$ cat src/rtl/pll_seq_pkg.sv
// Package: shared state encoding and fixed frequency limits (kHz) for the
// PLL reprogramming sequencer. Assumes all rates are expressed in kHz.
package pll_seq_pkg;
    localparam longint VCO_MIN_KHZ = 440000;
    localparam longint VCO_MAX_KHZ = 2200000;
    localparam longint OUT_MIN_KHZ = 27500;

    typedef enum logic [2:0] {
        S_IDLE,
        S_RST,
        S_PROG,
        S_SETTLE,
        S_LOCK
    } seq_state_t;
endpackage

$ cat src/rtl/pll_req_check.sv
// Module: combinational legality test of a raw divider request.
// Assumes REF_KHZ is the reference frequency; no division is used, all
// range limits are compared through cross-multiplication.
module pll_req_check #(
    parameter int NR_W    = 6,
    parameter int NF_W    = 13,
    parameter int NO_W    = 4,
    parameter int REF_KHZ = 24000
) (
    input  logic [NR_W:0] req_nr,
    input  logic [NF_W:0] req_nf,
    input  logic [NO_W:0] req_no,
    output logic          legal
);
    import pll_seq_pkg::*;

    localparam int NR_MAX = 1 << NR_W;
    localparam int NF_MAX = 1 << NF_W;
    localparam int NO_MAX = 1 << NO_W;

    logic [63:0] ref_nf, lo_lim, hi_lim, out_lim;
    logic        range_ok, parity_ok;

    // Cross-multiplied VCO and output-frequency limits.
    always_comb begin
        ref_nf    = 64'(REF_KHZ) * 64'(req_nf);
        lo_lim    = 64'(VCO_MIN_KHZ) * 64'(req_nr);
        hi_lim    = 64'(VCO_MAX_KHZ) * 64'(req_nr);
        out_lim   = 64'(OUT_MIN_KHZ) * 64'(req_nr) * 64'(req_no);
        range_ok  = (req_nr != '0) && (req_nf != '0) && (req_no != '0)
                 && (req_nr <= (NR_W+1)'(NR_MAX))
                 && (req_nf <= (NF_W+1)'(NF_MAX))
                 && (req_no <= (NO_W+1)'(NO_MAX));
        parity_ok = (req_no == (NO_W+1)'(1)) || !req_no[0];
        legal     = range_ok && parity_ok
                 && (ref_nf >= lo_lim) && (ref_nf <= hi_lim)
                 && (ref_nf >= out_lim);
    end
endmodule

$ cat src/rtl/pll_field_enc.sv
// Module: maps raw divider values to register fields (value minus one) and
// derives the loop bandwidth field from the multiplier.
// Assumes the request was already found legal (all values >= 1).
module pll_field_enc #(
    parameter int NR_W = 6,
    parameter int NF_W = 13,
    parameter int NO_W = 4,
    parameter int BW_W = 12
) (
    input  logic [NR_W:0]   raw_nr,
    input  logic [NF_W:0]   raw_nf,
    input  logic [NO_W:0]   raw_no,
    output logic [NR_W-1:0] enc_nr,
    output logic [NF_W-1:0] enc_nf,
    output logic [NO_W-1:0] enc_no,
    output logic [BW_W-1:0] enc_bw
);
    logic [NR_W:0] m_nr;
    logic [NF_W:0] m_nf, m_bw;
    logic [NO_W:0] m_no;

    // Minus-one encoding with explicit truncation to field width.
    always_comb begin
        m_nr   = raw_nr - (NR_W+1)'(1);
        m_nf   = raw_nf - (NF_W+1)'(1);
        m_no   = raw_no - (NO_W+1)'(1);
        m_bw   = (raw_nf >> 1) - (NF_W+1)'(1);
        enc_nr = m_nr[NR_W-1:0];
        enc_nf = m_nf[NF_W-1:0];
        enc_no = m_no[NO_W-1:0];
        enc_bw = m_bw[BW_W-1:0];
    end
endmodule

$ cat src/rtl/pll_wait_timer.sv
// Module: loadable down-counter shared by the settle and lock-wait phases.
// Assumes load values fit in CNT_W bits; zero reports an elapsed window.
module pll_wait_timer #(
    parameter int CNT_W = 12
) (
    input  logic             clk,
    input  logic             rst_n,
    input  logic             load,
    input  logic [CNT_W-1:0] load_val,
    output logic             zero
);
    logic [CNT_W-1:0] cnt;

    // Load on request, otherwise count down and hold at zero.
    always_ff @(posedge clk) begin
        if (!rst_n)            cnt <= '0;
        else if (load)         cnt <= load_val;
        else if (cnt != '0)    cnt <= cnt - CNT_W'(1);
    end

    assign zero = (cnt == '0);
endmodule

$ cat src/rtl/pll_reprog_seq.sv
// Module: top of the PLL reprogramming sequencer. It walks the fixed order
// slow mode -> reset -> program -> settle -> release -> lock wait -> normal.
// Assumes one PLL, a synchronous lock flag and SETTLE_CYC >= 1.
module pll_reprog_seq #(
    parameter int NR_W      = 6,
    parameter int NF_W      = 13,
    parameter int NO_W      = 4,
    parameter int BW_W      = 12,
    parameter int REF_KHZ   = 24000,
    parameter int CLK_MHZ   = 100,
    parameter int SETTLE_US = 10,
    parameter int LOCK_TMO  = 4000
) (
    input  logic            clk,
    input  logic            rst_n,
    input  logic            start,
    input  logic [NR_W:0]   req_nr,
    input  logic [NF_W:0]   req_nf,
    input  logic [NO_W:0]   req_no,
    input  logic            pll_lock,
    output logic [NR_W-1:0] fld_nr,
    output logic [NF_W-1:0] fld_nf,
    output logic [NO_W-1:0] fld_no,
    output logic [BW_W-1:0] fld_bw,
    output logic            pll_rst,
    output logic            mode_slow,
    output logic            busy,
    output logic            done,
    output logic            err
);
    import pll_seq_pkg::*;

    localparam int SETTLE_CYC = CLK_MHZ * SETTLE_US;
    localparam int MAX_WAIT   = (SETTLE_CYC > LOCK_TMO) ? SETTLE_CYC : LOCK_TMO;
    localparam int CNT_W      = $clog2(MAX_WAIT + 1);

    seq_state_t      state;
    logic [NR_W:0]   q_nr;
    logic [NF_W:0]   q_nf;
    logic [NO_W:0]   q_no;
    logic            req_legal, tmr_load, tmr_zero;
    logic [CNT_W-1:0] tmr_val;
    logic [NR_W-1:0] e_nr;
    logic [NF_W-1:0] e_nf;
    logic [NO_W-1:0] e_no;
    logic [BW_W-1:0] e_bw;

    pll_req_check #(.NR_W(NR_W), .NF_W(NF_W), .NO_W(NO_W), .REF_KHZ(REF_KHZ)) u_chk (
        .req_nr(req_nr), .req_nf(req_nf), .req_no(req_no), .legal(req_legal)
    );

    pll_field_enc #(.NR_W(NR_W), .NF_W(NF_W), .NO_W(NO_W), .BW_W(BW_W)) u_enc (
        .raw_nr(q_nr), .raw_nf(q_nf), .raw_no(q_no),
        .enc_nr(e_nr), .enc_nf(e_nf), .enc_no(e_no), .enc_bw(e_bw)
    );

    // Timer reload: settle window on programming, lock window on release.
    always_comb begin
        tmr_load = (state == S_PROG) || ((state == S_SETTLE) && tmr_zero);
        tmr_val  = (state == S_PROG) ? CNT_W'(SETTLE_CYC - 1) : CNT_W'(LOCK_TMO - 1);
    end

    pll_wait_timer #(.CNT_W(CNT_W)) u_tmr (
        .clk(clk), .rst_n(rst_n), .load(tmr_load), .load_val(tmr_val), .zero(tmr_zero)
    );

    // Sequencer: owns mode, reset, fields and the result pulses.
    always_ff @(posedge clk) begin
        if (!rst_n) begin
            state     <= S_IDLE;
            mode_slow <= 1'b1;
            pll_rst   <= 1'b0;
            fld_nr    <= '0;
            fld_nf    <= '0;
            fld_no    <= '0;
            fld_bw    <= '0;
            q_nr      <= '0;
            q_nf      <= '0;
            q_no      <= '0;
            done      <= 1'b0;
            err       <= 1'b0;
        end else begin
            done <= 1'b0;
            err  <= 1'b0;
            unique case (state)
                S_IDLE: if (start) begin
                    if (!req_legal) begin
                        err <= 1'b1;
                    end else begin
                        mode_slow <= 1'b1;
                        q_nr      <= req_nr;
                        q_nf      <= req_nf;
                        q_no      <= req_no;
                        state     <= S_RST;
                    end
                end
                S_RST: begin
                    pll_rst <= 1'b1;
                    state   <= S_PROG;
                end
                S_PROG: begin
                    fld_nr <= e_nr;
                    fld_nf <= e_nf;
                    fld_no <= e_no;
                    fld_bw <= e_bw;
                    state  <= S_SETTLE;
                end
                S_SETTLE: if (tmr_zero) begin
                    pll_rst <= 1'b0;
                    state   <= S_LOCK;
                end
                S_LOCK: begin
                    if (pll_lock) begin
                        mode_slow <= 1'b0;
                        done      <= 1'b1;
                        state     <= S_IDLE;
                    end else if (tmr_zero) begin
                        err   <= 1'b1;
                        state <= S_IDLE;
                    end
                end
                default: state <= S_IDLE;
            endcase
        end
    end

    assign busy = (state != S_IDLE);

    // Reset may only be driven while the reference clock is selected.
    assert_rst_only_slow_R4: assert property (@(posedge clk) disable iff (!rst_n)
        pll_rst |-> mode_slow);

    // Leaving slow mode requires a lock sample in the previous cycle.
    assert_normal_after_lock_R7: assert property (@(posedge clk) disable iff (!rst_n)
        $fell(mode_slow) |-> $past(pll_lock));

    // Divider fields move only while reset has been held.
    assert_fields_under_rst_R5: assert property (@(posedge clk) disable iff (!rst_n)
        (!$stable(fld_nf) || !$stable(fld_nr) || !$stable(fld_no) || !$stable(fld_bw))
        |-> (pll_rst && $past(pll_rst)));

    // Result pulses are exclusive.
    assert_flags_excl_R10: assert property (@(posedge clk) disable iff (!rst_n)
        !(done && err));

    // A refused request never starts a sequence.
    assert_illegal_no_busy_R3: assert property (@(posedge clk) disable iff (!rst_n)
        (err && !$past(busy)) |-> !busy);

    // A timeout leaves the clock on the reference oscillator.
    assert_timeout_slow_R8: assert property (@(posedge clk) disable iff (!rst_n)
        (err && $past(busy)) |-> (mode_slow && !pll_rst));
endmodule

$ cat config.mk
export PLATFORM = sky130hd
export DESIGN_NAME = pll_reprog_seq
export DESIGN_NICKNAME = d
export VERILOG_FILES = /design/src/rtl/pll_seq_pkg.sv /design/src/rtl/pll_req_check.sv /design/src/rtl/pll_field_enc.sv /design/src/rtl/pll_wait_timer.sv /design/src/rtl/pll_reprog_seq.sv
export SDC_FILE = /design/constraint.sdc
export NUM_CORES = 1
export LEC_CHECK = 0
export ABC_AREA = 0
export BUFFER_PORTS_ARGS = -buffer_cell sky130_fd_sc_hd__clkbuf_2
export CAP_MARGIN = 10
export CORE_UTILIZATION = 59
export CTS_BUF_LIST = sky130_fd_sc_hd__clkbuf_8
export CTS_CLUSTER_SIZE = 12
export DETAILED_ROUTE_END_ITERATION = 8
export PLACE_DENSITY = 0.8
export SLEW_MARGIN = 25
export SYNTH_ARGS = -nofsm -noshare
export SYNTH_HDL_FRONTEND = slang
export SYNTH_SLANG_ARGS = --single-unit
$ cat constraint.sdc
create_clock -name clk -period 13 [get_ports clk]
set_input_delay 3.9 -clock clk [delete_from_list [all_inputs] [get_ports clk]]
set_output_delay 3.9 -clock clk [all_outputs]
set_load 0.02 [all_outputs]
Word-level counts from Yosys, hierarchy flattened

Index checks and enable logic that the tools add are counted.

Register bits: 77
Input port bits: 30
Output and inout bits: 40
Logic and storage cells: 88

Add/sub/neg operators: 5
$mul: 5
Magnitude comparators: 6
Equal/unequal tests: 10
Multiplexer cells: 21
Reductions and logical operators: 28

Operators by type and width:

| operator                                               | number |
|---|---|
| multiplier 13 x 7 -> 20 bit, first input constant      | 2 |
| 2-to-1 mux 12 bit                                      | 3 |
| greater-or-equal comparator 29 x 26 -> 1 bit           | 1 |
| greater-or-equal comparator 29 x 27 -> 1 bit           | 1 |
| less-or-equal comparator 29 bit                        | 1 |
| multiplier 20 x 5 -> 25 bit                            | 1 |
| subtractor 12 x 1 -> 12 bit, second input constant     | 2 |
| multiplier 16 x 7 -> 23 bit, first input constant      | 1 |
| multiplier 9 x 14 -> 23 bit, first input constant      | 1 |
| 2-to-1 mux 3 bit                                       | 5 |
| case mux 3 bit (5 select lines)                        | 1 |
| less-or-equal comparator 14 bit, second input constant | 1 |
| nonzero test 14 bit                                    | 1 |
| subtractor 13 x 1 -> 13 bit, second input constant     | 1 |
| logical NOT 12 bit                                     | 1 |
| nonzero test 12 bit                                    | 1 |
| logical AND 1 bit                                      | 10 |
| 2-to-1 mux 1 bit                                       | 9 |
| inequality test 2 bit, second input constant           | 4 |
| AND reduction 4 bit                                    | 2 |
| less-or-equal comparator 7 bit, second input constant  | 1 |
| nonzero test 7 bit                                     | 1 |
| equality test 3 x 2 -> 1 bit, second input constant    | 2 |
| case mux 1 bit (2 select lines)                        | 3 |
| other kinds (15)                                       | 19 |

Longest topological paths before layout

Depth in word-level cells: 13
Gate-level depth with buffers: 41
Gate-level depth less buffers: 40

Hierarchy

From an unflattened synthesis, not the netlist that was laid out.

Cell total of the unflattened synthesis: 1,695
Area total of the unflattened synthesis: 14,551.5 sq um

Modules (own cells, without submodules):

| module         | times used | cells an instance | area an instance (sq um) |
|---|---|---|---|
| pll_req_check  | 1          | 1,221             | 10,585.2 |
| pll_reprog_seq | 1          | 307               | 2,708.8 |
| pll_wait_timer | 1          | 90                | 703.2 |
| pll_field_enc  | 1          | 77                | 554.3 |

Worst setup path before layout

Ideal clock, no wire load.

Path kind: input to register
Start: input req_nr[4]
End: register q_nf[10]
Arrival: 12.784 ns
Required time: 12.880 ns
Slack: 0.097 ns
Stages on the path: 35
Path buffers: 1
Path through: ha_1 > fa_1 > inv_1 > fa_1 > fa_1 > inv_1 > ha_1 > or2_2 > nand3_1 > a21boi_0 > a2111oi_0 > o31ai_1 > xor2_1 > and2_1 > fa_1 > fa_1 > fa_1 > ha_1 > a21o_1 > a21o_1 > a21oi_1 > o211a_1 > nor3_1 > a2111oi_0 > xor2_1 > ha_1 > a21oi_1 > o21ai_0 > or4_1 > a21oi_1 > o21ai_0 > nand3_1 > o22ai_2 > buf_6 > mux2i_1

Word-level cells in the longest chain between the ends: 11
Elaborated cells between the ends (all ways): 19

RTL lines:

| what                                                                                                 | RTL line             | source |
|---|---|---|
| start: declaration                                                                                   | pll_reprog_seq.sv:17 | `input logic [NR_W:0] req_nr,` |
| parallel branches: the longest is 9 deep, another holds greater-or-equal comparator 29 x 27 -> 1 bit | n/a                  |  |
| logical AND 1 bit *                                                                                  | pll_req_check.sv:37  | `&& (ref_nf >= out_lim);` |
| AND reduction 3 bit (no source line) *                                                               | n/a                  |  |
| end signal: assignment                                                                               | pll_reprog_seq.sv:92 | `q_nf <= req_nf;` |
| end: declaration                                                                                     | pll_reprog_seq.sv:39 | `logic [NF_W:0] q_nf;` |

Mark *: on every way between the ends.
A chain may end at the register's enable or synchronous reset.

Worst setup path in the final report

Start: input req_nr[6]
End: register q_nf[1]

Same word-level chain as after synthesis.

==> impl_metrics.tcl <==
set metrics [dict create \
    outcome "finished, final reports clean" \
    area_delta_synth_final_pct 12.8 \
    n_fill_cell 1885 \
    drv_cap 0 \
    coreArea_mm2 0.0236 \
    clock_path_buffers 2 \
    fin_crit_ns 12.81 \
    io_buffers 69 \
    cp-end-kind "register" \
    htreeDepth 3 \
    start_kind "primary input" \
    clock-sinks 77 \
    yosysUniqueCellTypes 69 \
    place_area_mm2 0.0156 \
    crit_top_cell "buf_4" \
    async_flop_share 0 \
    drt_iter0_drc 723 \
    antenna_found_initial 0 \
    netlist_area_mm2 0.0143 \
    via_per_inst 5.75 \
    vias 12200 \
    worstSkewPairLatency_ns 0.36 \
    diodes 0 \
    drive_above_1_share 0.131 \
    cp.required_ns 13.27 \
    fmax_ghz 0.0781 \
    grt.total_usage 0.284 \
    ant_nets 0 \
    seqCellArea_mm2 0.00154 \
    grt_pass1_wl_um 56500 \
    synth_edf_count 0 \
    worst_path_max_delay_cell "fa_1" \
    wl_per_cell_um 16.5 \
    nets 2241 \
    multi_input_area_mm2 0.0119 \
    cts_root_buf "clkbuf_8" \
    max_slew_margin 0.389 \
    post-route-cell-area_mm2 0.0161 \
    dp_hpwl_um 28600 \
    grt_pass1_vias 12100 \
    gp_congestion 0.940 \
    cts_tree "built" \
    r2r_slack_ns 10.51 \
    crit_path_max_incr_delay_ns 0.57 \
    chipWidth_um 158 \
    grt_max_degree 97 \
    die_h_um 158 \
    clk_pin_slew_ns 0.09 \
    worstSetupPathType "in2reg" \
    holdBufCountCts 0 \
    num_rows 56 \
    syn_inst 1658 \
    hold_violations 0 \
    start_util 0.606 \
    crit_fanout 6 \
    post-route-drc-count 0 \
    dieArea_mm2 0.0249 \
    ys_top_cells_by_area "ha_1, fa_1, dfxtp_1, inv_1, nand2_1" \
    tightest_slew_ns 0.917 \
    drv_slew 0 \
    syn-num-nets 2099 \
    cts_buffers 9 \
    yosysTopAreaCell "ha_1" \
    syn_avg_cell_area_um2 8.63 \
    wl_um 35000 \
    yosys_warnings 0 \
    yosysSeqAreaShare 0.108 \
    dr.pass1.iters 5 \
    synth.top_cell.area_share 0.236 \
    setup_viol 0 \
    fin_crit_sh 0.985 \
    skew_ns 0.0113 \
    post-route-util 0.684 \
    io_pins 70 \
    ys_ff_latch 77 \
    hold_path_class "reg2reg" \
    arrival_ns 13.08 \
    grt_overflow_total 0 \
    synth-main-ff-cell "dfxtp_1" \
]
[worst paths after layout]
kind / start / end / depth (start not counted)
worst max-delay path: req_nr[6] / q_nf[1]$_SDFFE_PN0P_ / 41
worst min register to register: q_nr[5]$_SDFFE_PN0P_ / q_nr[5]$_SDFFE_PN0P_ / 2
worst min-delay path: q_nr[5]$_SDFFE_PN0P_ / q_nr[5]$_SDFFE_PN0P_ / 2
worst max register to register: u_tmr.cnt[5]$_SDFFE_PN0P_ / u_tmr.cnt[7]$_SDFFE_PN0P_ / 7
[cell usage in the layout (no fill, tap or decap), drive strengths merged, types with 4 or more instances in the layout]
| cell | count |
|---|---|
| nor3 | 24 |
| or3 | 11 |
| nand2 | 177 |
| clkbuf | 78 |
| xor2 | 54 |
| o211ai | 4 |
| o21bai | 14 |
| o211a | 34 |
| nor2b | 18 |
| fa | 141 |
| inv | 268 |
| o221ai | 4 |
| o21ai | 57 |
| a21o | 21 |
| o31ai | 7 |
| a21oi | 79 |
| a2111oi | 6 |
| a211oi | 16 |
| and3 | 5 |
| a211o | 4 |
| or2 | 8 |
| nand3 | 22 |
| and2 | 80 |
| nand4b | 4 |
| nor2 | 45 |
| nor4 | 6 |
| xnor2 | 42 |
| dfxtp | 77 |
| o21a | 22 |
| mux2i | 25 |
| a31oi | 9 |
| buf | 101 |
| ha | 270 |
| nand4 | 12 |
| nand2b | 9 |
[logic make-up after synthesis]
kind of cell,after synthesis,share of synthesized area
simple gates,437,0.152
fa+ha+maj,411,0.433
compound gates,307,0.149
buf+inv,305,0.0811
xor+xnor,96,0.0588
flops,77,0.108
mux,25,0.0175
[through the flow]
stage	setup slack [ns]	hold WS [ns]	cells	setup TNS (ns)
global placement	-0.398	0.447	2096	-9.75
finish	0.189	0.476	2124	0
CTS	0.00413	0.483	2113	0
floorplan	0.0968	0.427	1658	0
detailed placement	-0.728	0.469	2096	-18.19
global route	-0.209	0.511	2124	-3.66
[repair_timing]
action                                  4_1_cts  5_1_grt
endpoints found under the setup margin       26       26
gates cloned                                  0        3
gates resized for setup                       8       42
pin swaps                                     4       29
buffers inserted                              1        8
[critical path: cells and delay by family]
family	cells	cell delay (ns)
AO/OA/AOI/OAI	13	2.29
XOR/XNOR	2	0.28
adder cells (fa/ha/maj)	10	3.90
buffers and inverters	9	1.27
multiplexers	1	0.21
AND/OR/NAND/NOR	6	1.23
[registers in the layout, summed over array words and instances (netlist names)]
name and cells:
done 1, err 1, fld_bw 12, fld_nf 13
fld_no 4, fld_nr 6, mode_slow 1, pll_rst 1
q_nf 13, q_no 4, q_nr 6, state 3
u_tmr.cnt 12
[synthesized netlist by cell type (3+ instances only)]
| master | n |
|---|---|
| o31ai_1 | 6 |
| a21o_1 | 21 |
| xnor2_1 | 42 |
| a211oi_1 | 16 |
| and3b_1 | 3 |
| o21ai_0 | 57 |
| nand4b_1 | 4 |
| nand3_1 | 22 |
| a211o_1 | 4 |
| inv_1 | 266 |
| a21boi_0 | 3 |
| buf_1 | 3 |
| o221ai_1 | 4 |
| dfxtp_1 | 77 |
| nand2_1 | 177 |
| nand2b_1 | 9 |
| a311oi_1 | 3 |
| o211ai_1 | 4 |
| nor4_1 | 6 |
| ha_1 | 270 |
| nand4_1 | 12 |
| xor2_1 | 54 |
| nor3_1 | 24 |
| o21a_1 | 22 |
| nor3b_1 | 3 |
| a2111oi_0 | 5 |
| fa_1 | 141 |
| mux2i_1 | 25 |
| a21oi_1 | 79 |
| or2_2 | 8 |
| o21bai_1 | 14 |
| clkbuf_1 | 34 |
| or3_1 | 11 |
| o211a_1 | 34 |
| o31a_1 | 3 |
| nor2b_1 | 17 |
| and2_1 | 80 |
| a31oi_1 | 9 |
| nor2_1 | 45 |
| and3_1 | 5 |
[metal layers]
layer | track usage | up-vias | wire, um
met3 | 0.0175 | 73 | 1580
met5 | 0 | - | 0
li1 | - | 5867 | -
met1 | 0.354 | 5967 | 14700
met2 | 0.512 | 315 | 17600
met4 | 0.107 | 0 | 1140
[cell type report]
| class | count | share of cell area |
|---|---|---|
| Multi-Input combinational cell | 1276 | 0.735 |
| Sequential cell | 77 | 0.0955 |
| Clock inverter | 7 | 0.00372 |
| Clock buffer | 9 | 0.00767 |
| Tap cell | 319 | 0.0247 |
| Timing Repair Buffer | 170 | 0.0715 |
| Inverter | 266 | 0.0619 |
Power is not shown: default switching activity piles up to over one toggle a cycle in this logic, so the estimate is an artifact.
